**src/rtl/rail_ctrl_pkg.sv**
```systemverilog
package rail_ctrl_pkg;
  localparam int NRAIL = 4;
  localparam int R_BUCK = 0;
  localparam int R_SYS  = 1;
  localparam int R_CORE = 2;
  localparam int R_IO   = 3;

  localparam logic [2:0] A_MODE   = 3'd0;
  localparam logic [2:0] A_STROBE = 3'd1;
  localparam logic [2:0] A_SLPOFF = 3'd2;
  localparam logic [2:0] A_OVAL   = 3'd3;
  localparam logic [2:0] A_OEN    = 3'd4;
  localparam logic [2:0] A_STAT   = 3'd5;
  localparam logic [2:0] A_RET    = 3'd6;

  localparam logic [1:0] M_DROP_SYS = 2'd2;

  typedef enum logic {SQ_IDLE, SQ_WAKE} seq_st_e;
endpackage

```
**src/rtl/rail_startup_timer.sv**
```systemverilog
module rail_startup_timer #(
  parameter int CW = 8
) (
  input  logic          clk,
  input  logic          rst_n,
  input  logic          load_i,
  input  logic [CW-1:0] val_i,
  output logic          expired_o
);
  logic [CW-1:0] cnt_q, cnt_d;
  logic          cnt_ce;

  always_comb begin
    cnt_d  = cnt_q;
    cnt_ce = 1'b0;
    if (load_i) begin
      cnt_d  = val_i;
      cnt_ce = 1'b1;
    end else if (cnt_q != '0) begin
      cnt_d  = cnt_q - CW'(1);
      cnt_ce = 1'b1;
    end
  end

  always_ff @(posedge clk or negedge rst_n) begin
    if (!rst_n)      cnt_q <= '0;
    else if (cnt_ce) cnt_q <= cnt_d;
  end

  assign expired_o = (cnt_q == '0);
endmodule

```
**src/rtl/rail_wake_seq.sv**
```systemverilog
module rail_wake_seq
  import rail_ctrl_pkg::*;
#(
  parameter int BUCK_CYC = 6000,
  parameter int SYS_CYC  = 2000,
  parameter int CW       = 13
) (
  input  logic       clk,
  input  logic       rst_n,
  input  logic       wake_req_i,
  input  logic [1:0] mode_i,
  output logic       start_o,
  output logic       busy_o,
  output logic       done_o,
  output logic       drop_sys_o,
  output logic       start_buck_o,
  output logic       start_sys_o
);
  seq_st_e    st_q, st_d;
  logic [1:0] mode_q;
  logic       done_q;
  logic       finish;
  logic [1:0] tmr_exp;
  logic [1:0] tmr_on;
  logic [CW-1:0] tmr_cyc [2];

  assign start_buck_o = (mode_i != 2'd1);
  assign start_sys_o  = (mode_i != 2'd0);
  assign start_o      = (st_q == SQ_IDLE) && wake_req_i;
  assign busy_o       = (st_q == SQ_WAKE);
  assign finish       = busy_o && (&tmr_exp);
  assign drop_sys_o   = finish && (mode_q == M_DROP_SYS);
  assign done_o       = done_q;

  assign tmr_on     = {start_sys_o, start_buck_o};
  assign tmr_cyc[0] = CW'(BUCK_CYC);
  assign tmr_cyc[1] = CW'(SYS_CYC);

  for (genvar g = 0; g < 2; g++) begin : g_tmr
    rail_startup_timer #(.CW(CW)) tmr_i (
      .clk       (clk),
      .rst_n     (rst_n),
      .load_i    (start_o),
      .val_i     (tmr_on[g] ? tmr_cyc[g] : '0),
      .expired_o (tmr_exp[g])
    );
  end

  always_comb begin
    st_d = st_q;
    if (start_o)     st_d = SQ_WAKE;
    else if (finish) st_d = SQ_IDLE;
  end

  always_ff @(posedge clk or negedge rst_n) begin
    if (!rst_n) begin
      st_q   <= SQ_IDLE;
      done_q <= 1'b0;
    end else begin
      st_q   <= st_d;
      done_q <= finish;
    end
  end

  always_ff @(posedge clk or negedge rst_n) begin
    if (!rst_n)       mode_q <= '0;
    else if (start_o) mode_q <= mode_i;
  end
endmodule

```
**src/rtl/rail_ovr_mux.sv**
```systemverilog
module rail_ovr_mux #(
  parameter int N = 4
) (
  input  logic [N-1:0] hw_i,
  input  logic [N-1:0] oen_i,
  input  logic [N-1:0] oval_i,
  output logic [N-1:0] eff_o
);
  for (genvar i = 0; i < N; i++) begin : g_mux
    assign eff_o[i] = oen_i[i] ? oval_i[i] : hw_i[i];
  end
endmodule

```
**src/rtl/rail_enable_ctrl.sv**
```systemverilog
module rail_enable_ctrl
  import rail_ctrl_pkg::*;
#(
  parameter int BUCK_CYC = 6000,
  parameter int SYS_CYC  = 2000
) (
  input  logic                 clk,
  input  logic                 rst_n,
  input  logic                 reg_we,
  input  logic [2:0]           reg_addr,
  input  logic [2*NRAIL-1:0]   reg_wdata,
  output logic [NRAIL:0]       reg_rdata,
  input  logic                 wake_req,
  input  logic                 sleep_req,
  output logic                 wake_done,
  output logic                 buck_en,
  output logic                 sysldo_en,
  output logic                 core_en,
  output logic                 io_en,
  output logic                 ret_en
);
  localparam int CMAX = (BUCK_CYC > SYS_CYC) ? BUCK_CYC : SYS_CYC;
  localparam int CW   = $clog2(CMAX + 1);

  logic [1:0]       rst_sync_q;
  logic             rst_n_s;
  logic [1:0]       mode_q;
  logic [NRAIL-1:0] slp_q, oval_q, oen_q, hw_q, hw_d, eff;
  logic             ret_q, pend_q, pend_d;
  logic             seq_start, seq_busy, seq_drop, st_buck, st_sys;
  logic             sleep_apply;
  logic             wr_mode, wr_strb, wr_slp, wr_oval, wr_oen, wr_ret;

  always_ff @(posedge clk or negedge rst_n) begin
    if (!rst_n) rst_sync_q <= 2'b00;
    else        rst_sync_q <= {rst_sync_q[0], 1'b1};
  end
  assign rst_n_s = rst_sync_q[1];

  assign wr_mode = reg_we && (reg_addr == A_MODE);
  assign wr_strb = reg_we && (reg_addr == A_STROBE);
  assign wr_slp  = reg_we && (reg_addr == A_SLPOFF);
  assign wr_oval = reg_we && (reg_addr == A_OVAL);
  assign wr_oen  = reg_we && (reg_addr == A_OEN);
  assign wr_ret  = reg_we && (reg_addr == A_RET);

  rail_wake_seq #(.BUCK_CYC(BUCK_CYC), .SYS_CYC(SYS_CYC), .CW(CW)) seq_i (
    .clk          (clk),
    .rst_n        (rst_n_s),
    .wake_req_i   (wake_req),
    .mode_i       (mode_q),
    .start_o      (seq_start),
    .busy_o       (seq_busy),
    .done_o       (wake_done),
    .drop_sys_o   (seq_drop),
    .start_buck_o (st_buck),
    .start_sys_o  (st_sys)
  );

  assign sleep_apply = !seq_busy && !seq_start && (sleep_req || pend_q);

  always_comb begin
    hw_d = hw_q;
    if (seq_start) begin
      hw_d[R_CORE] = 1'b1;
      hw_d[R_IO]   = 1'b1;
      if (st_buck) hw_d[R_BUCK] = 1'b1;
      if (st_sys)  hw_d[R_SYS]  = 1'b1;
    end
    if (seq_drop)    hw_d[R_SYS] = 1'b0;
    if (sleep_apply) hw_d = hw_d & ~slp_q;
    if (wr_strb) begin
      hw_d = hw_d | reg_wdata[NRAIL-1:0];
      hw_d = hw_d & ~reg_wdata[2*NRAIL-1:NRAIL];
    end
  end

  always_comb begin
    pend_d = pend_q;
    if (sleep_apply)    pend_d = 1'b0;
    else if (sleep_req) pend_d = 1'b1;
  end

  always_ff @(posedge clk or negedge rst_n_s) begin
    if (!rst_n_s) begin
      hw_q   <= '0;
      pend_q <= 1'b0;
    end else begin
      hw_q   <= hw_d;
      pend_q <= pend_d;
    end
  end

  always_ff @(posedge clk or negedge rst_n_s) begin
    if (!rst_n_s) begin
      mode_q <= '0;
      slp_q  <= '0;
      oval_q <= '0;
      oen_q  <= '0;
      ret_q  <= 1'b1;
    end else begin
      if (wr_mode) mode_q <= reg_wdata[1:0];
      if (wr_slp)  slp_q  <= reg_wdata[NRAIL-1:0];
      if (wr_oval) oval_q <= reg_wdata[NRAIL-1:0];
      if (wr_oen)  oen_q  <= reg_wdata[NRAIL-1:0];
      if (wr_ret)  ret_q  <= reg_wdata[0];
    end
  end

  rail_ovr_mux #(.N(NRAIL)) mux_i (
    .hw_i   (hw_q),
    .oen_i  (oen_q),
    .oval_i (oval_q),
    .eff_o  (eff)
  );

  always_comb begin
    reg_rdata = '0;
    case (reg_addr)
      A_MODE:   reg_rdata = {{(NRAIL-1){1'b0}}, mode_q};
      A_SLPOFF: reg_rdata = {1'b0, slp_q};
      A_OVAL:   reg_rdata = {1'b0, oval_q};
      A_OEN:    reg_rdata = {1'b0, oen_q};
      A_STAT:   reg_rdata = {ret_q, eff};
      A_RET:    reg_rdata = {{NRAIL{1'b0}}, ret_q};
      default:  reg_rdata = '0;
    endcase
  end

  assign buck_en   = eff[R_BUCK];
  assign sysldo_en = eff[R_SYS];
  assign core_en   = eff[R_CORE];
  assign io_en     = eff[R_IO];
  assign ret_en    = ret_q;
endmodule

```
**config.mk**
```make
export PLATFORM = sky130hd
export DESIGN_NAME = rail_enable_ctrl
export DESIGN_NICKNAME = d
export VERILOG_FILES = /design/src/rtl/rail_ctrl_pkg.sv /design/src/rtl/rail_startup_timer.sv /design/src/rtl/rail_wake_seq.sv /design/src/rtl/rail_ovr_mux.sv /design/src/rtl/rail_enable_ctrl.sv
export SDC_FILE = /design/constraint.sdc
export NUM_CORES = 1
export LEC_CHECK = 0
export BUFFER_PORTS_ARGS = -buffer_cell sky130_fd_sc_hd__buf_2
export CAP_MARGIN = 20
export CORE_UTILIZATION = 30
export CTS_CLUSTER_SIZE = 40
export DETAILED_ROUTE_END_ITERATION = 16
export GPL_TIMING_DRIVEN = 0
export PLACE_DENSITY_LB_ADDON = 0.3
export SLEW_MARGIN = 20
export SYNTH_ARGS = -nofsm -noshare
export SYNTH_HDL_FRONTEND = slang
export SYNTH_SLANG_ARGS = --single-unit
```
**constraint.sdc**
```tcl
create_clock -name clk -period 2.6 [get_ports clk]
set_input_delay 0.52 -clock clk [delete_from_list [all_inputs] [get_ports clk]]
set_output_delay 0.52 -clock clk [all_outputs]
set_load 0.1 [all_outputs]
```
==> impl_summary.txt <==
----------------------------------------------------
[Pwr]
  Switching power share of the total ... 0.3906
  Part of the power in combinational logic ... 0.337
  Design internal power ... about 1.8 mW
  Net switching power ... between 1 and 1.5 mW
  IR Drop Worst-Case VDD ... 0.5589 mV
  Clock share of power ... 0.209
  Power density cells ... between 900 and 1000 mW/mm2
  Static leakage ... 1.351 nW
  Sequential cell fraction of total power ... 0.454

[Layout]
  Layout overhead on the synthesized area ... 16.90%
  Final non-filler cell area ... between 0.003 and 0.004 mm2
  Post-layout net count ... 328
  Combined area of the multi-input logic cells ... around 0.0014 mm2
  Fraction of layout instances using a drive strength above 1 ... 0.2071
  Antenna cells ... 0
  Area taken by flip-flops and latches ... 0.001306 mm2
  Count of fill cells added during filler insertion ... slightly below 900

[Yosys]
  Number of enable-type register cells in the synthesized netlist ... 0
  Sequential area share after synthesis ... 0.4833
  Yosys warnings ... 0
  Synthesis-stage register bit count ... 52
  Yosys cell types ... 43
  Average instance area after synthesis ... between 9 and 10 um2
  Synthesized instance count ... about 280
  Total standard cell area after synthesis ... ~0.0027 mm2
  Synth async-reset ratio ... 1.000
  Predominant post-synthesis flop cell ... sky130_fd_sc_hd__dfrtp_1
  Syn nets ... approximately 300

[Clocking]
  Worst-case clock buffer depth ... 2
  Number of post-CTS setup repair buffers ... 0
  TritonCTS buffer count ... 5
  Clock-pin slew on the worst setup and hold paths ... approximately 0.10 ns
  Sinks on the clock net ... 52
  Clock tree from TritonCTS ... done
  CTS H-tree lvls ... 2
  CTS root buffer ... sky130_fd_sc_hd__clkbuf_8
  Clock network latency to the later pin of the worst-skew pair ... about 0.31 ns

[STA]
  Headroom to the max-slew limit ... 0.4072
  Max-slew violation total from the final report ... 0
  Worst clock skew ... about 0.0075 ns
  Setup violation total in the final timing report ... 0
  Achievable Freq ... ~410 MHz
  Setup TNS after final layout ... 0 ns
  Minimum hold slack ... between 0.3 and 0.4 ns
  Total count of hold-check failures in the final report ... 0
  Shortest period the worst path allows ... 2.441 ns
  Transition time at the pin with the least slew margin ... approximately 0.89 ns
  Share of the clock period used by the worst path ... 0.9390
  Setup repair after global routing missed its margin ... false
  Final worst slack ... about 0.16 ns

[Global routing]
  Global-route wire length before repair ... approximately 10 mm
  Maximum number of pins on one net before global-route repair ... 51
  Total global routing track utilization ... 0.1326
  Initial antenna violation count ... 0
  Remaining Overflow, GRT ... 0
  Via count of the first global-routing pass ... between 2000 and 2500

[Floorplanning]
  Starting utilization of the core area ... 0.3090
  Area inside the core boundary ... between 0.008 and 0.009 mm2
  Floorplan die area ... between 0.009 and 0.01 mm2
  Horiz. Die Dim ... about 97 um
  Cell Rows ... 34
  Top-level port count ... 27
  Height of the chip ... 96.78 um

[Critical path]
  Reg2Reg Launch Point ... seq_i.g_tmr[1].tmr_i.cnt_q[5]$_DFFE_PN0P_
  Required time at the endpoint of the critical path ... approximately 2.1 ns
  Origin of the worst setup path ... reg_addr[0]
  Kind of critical path ... in2out
  Worst R2R Path Depth ... 4
  Worst r2r dst ... hw_q[1]$_DFF_PN0_
  Setup slack of the worst register-to-register path ... between 0.3 and 0.4 ns
  Critical Path End Type ... output pin
  Destination of the critical timing path ... reg_rdata[0]
  Data arrival time of the critical path ... ~1.9 ns
  Highest net fanout along the worst path ... 10
  Launching element type of the critical path ... primary input

[Drt]
  Average via count per standard cell ... 5.031
  Count of vias placed by the detailed router ... roughly 2100
  Drc violations ... 0
  Antenna-violating nets left ... 0
  Violation count after the first detailed-routing iteration ... ~120
  Post-Route WL ... ~5.8 mm
  Router iterations before antenna repair ... 6
  Routed length per instance ... 13.85 um

[Outcome]
  Status ... complete, no violations

[Hold path]
  Worst min-delay path category ... reg2async

[Place]
  Worst slack at placement ... -0.2009 ns
  Number of port buffers ... 25
  DP HPWL ... 4.160 mm
  Placer's final routability congestion estimate ... 0.7452
  Post-DP Area ... between 0.003 and 0.004 mm2

[Flow run]
  Max-capacitance violation count ... 0

----------------------------------------------------
==> cell type report <==
type	count	share of cell area
clock inverters	1	0.009531
plain buffers	8	0.01033
clock buffers	7	0.03058
well taps	108	0.04289
repair buffers	26	0.04607
flip-flops and latches	52	0.4146
inverters	10	0.01191
multi-input cells	205	0.4341
==> worst min path at each step <==
stage | end | from | slack (ns)
floorplan | rst_sync_q[0]$_DFF_PN0_ | rst_n | 0.22
global placement | rst_sync_q[0]$_DFF_PN0_ | rst_n | 0.31
detailed placement | rst_sync_q[0]$_DFF_PN0_ | rst_n | 0.31
CTS | rst_sync_q[1]$_DFF_PN0_ | rst_sync_q[0]$_DFF_PN0_ | 0.36
global route | rst_sync_q[1]$_DFF_PN0_ | rst_sync_q[0]$_DFF_PN0_ | 0.37
finish | seq_i.g_tmr[0].tmr_i.cnt_q[8]$_DFFE_PN0P_ | rst_sync_q[1]$_DFF_PN0_ | 0.36
==> power groups by stage <==
stage	combinational (mW)	clock, mW	sequential, mW
4_1_cts	1.00	0.631	1.34
5_1_grt	1.11	0.665	1.38
6_report	0.993	0.616	1.34
2_1_floorplan	0.833	0	1.31
3_3_place_gp	0.970	0	1.35
3_5_place_dp	0.991	0	1.35
==> logic make-up after synthesis <==
| group | share of synthesized area |
|---|---|
| fa+ha+maj | 0.01857 |
| mux | 0.08635 |
| simple gates | 0.2117 |
| buf+inv | 0.02832 |
| xor+xnor | 0.04550 |
| flops | 0.4833 |
| compound gates | 0.1249 |
| other cells | 0.001391 |
==> metal layers <==
| layer | GRT usage | wire [um] |
|---|---|---|
| met5 | 0 | 0 |
| met4 | 0.03100 | 15 |
| met3 | 0.02746 | 222 |
| met2 | 0.2091 | 2679 |
| met1 | 0.1867 | 2856 |
==> layout by cell type, fill, tap and decap left out, drive strengths merged, types with 4 or more instances in the layout <==
cell	netlist	routed
nor4	6	6
xor2	7	7
xnor2	7	7
buf	1	25
nand2b	4	4
nand2	29	29
clkbuf	9	15
mux2	18	18
ha	4	4
nor3	6	6
a21oi	26	26
inv	10	10
dfrtp	51	51
nand3	9	9
nor2	30	30
o21ai	11	11
a221oi	4	4
==> synth_stat cells, drive strengths merged (2+ instances only) <==
library cell,n,area share
a21oi,26,0.048
a221oi,4,0.013
a22oi,3,0.0084
a31oi,2,0.0046
and3,2,0.0046
clkbuf,9,0.013
dfrtp,51,0.47
ha,4,0.019
inv,10,0.014
mux2,18,0.075
mux2i,3,0.011
nand2,29,0.040
nand2b,4,0.0093
nand3,9,0.017
nand3b,3,0.0084
nand4b,3,0.0098
nor2,30,0.042
nor2b,3,0.0070
nor3,6,0.011
nor3b,2,0.0056
nor4,6,0.019
nor4b,3,0.0098
nor4bb,2,0.0074
o21ai,11,0.020
o31ai,3,0.0084
or3,2,0.0046
or4,3,0.011
xnor2,7,0.023
xor2,7,0.023
==> flip-flops by register name, indices dropped and copies added, names as in the netlist <==
signal                   count
seq_i.done_o                 1
seq_i.busy_o                 1
mode_q                       2
ret_en                       1
seq_i.mode_q                 2
oen_q                        4
hw_q                         4
oval_q                       4
rst_sync_q                   2
pend_q                       1
seq_i.g_tmr.tmr_i.cnt_q     26
slp_q                        4
==> critical path, cell delays in order <==
cell and delay, ns:
sky130_fd_sc_hd__clkbuf_1 0.29, sky130_fd_sc_hd__clkbuf_2 0.36, sky130_fd_sc_hd__nand3_1 0.12, sky130_fd_sc_hd__o31a_1 0.15
sky130_fd_sc_hd__o221ai_4 0.16, sky130_fd_sc_hd__buf_4 0.32
==> timing repair <==
action | 4_1_cts | 5_1_grt
endpoints found under the setup margin | 4 | 4
hold buffers | 1 | 0
hold endpoints to repair | 2 | 0
resized for setup | 5 | 2
==> stage by stage <==
stage / cells / utilization / power, mW
6_report: 417 / 0.3613 / 2.944
5_1_grt: 417 / 0.3613 / 3.154
4_1_cts: 419 / 0.3613 / 2.973
3_5_place_dp: 410 / 0.3443 / 2.343
3_3_place_gp: 410 / 0.3439 / 2.316
2_1_floorplan: 277 / - / 2.141
Note: power is estimated with default switching activity, not from simulation.
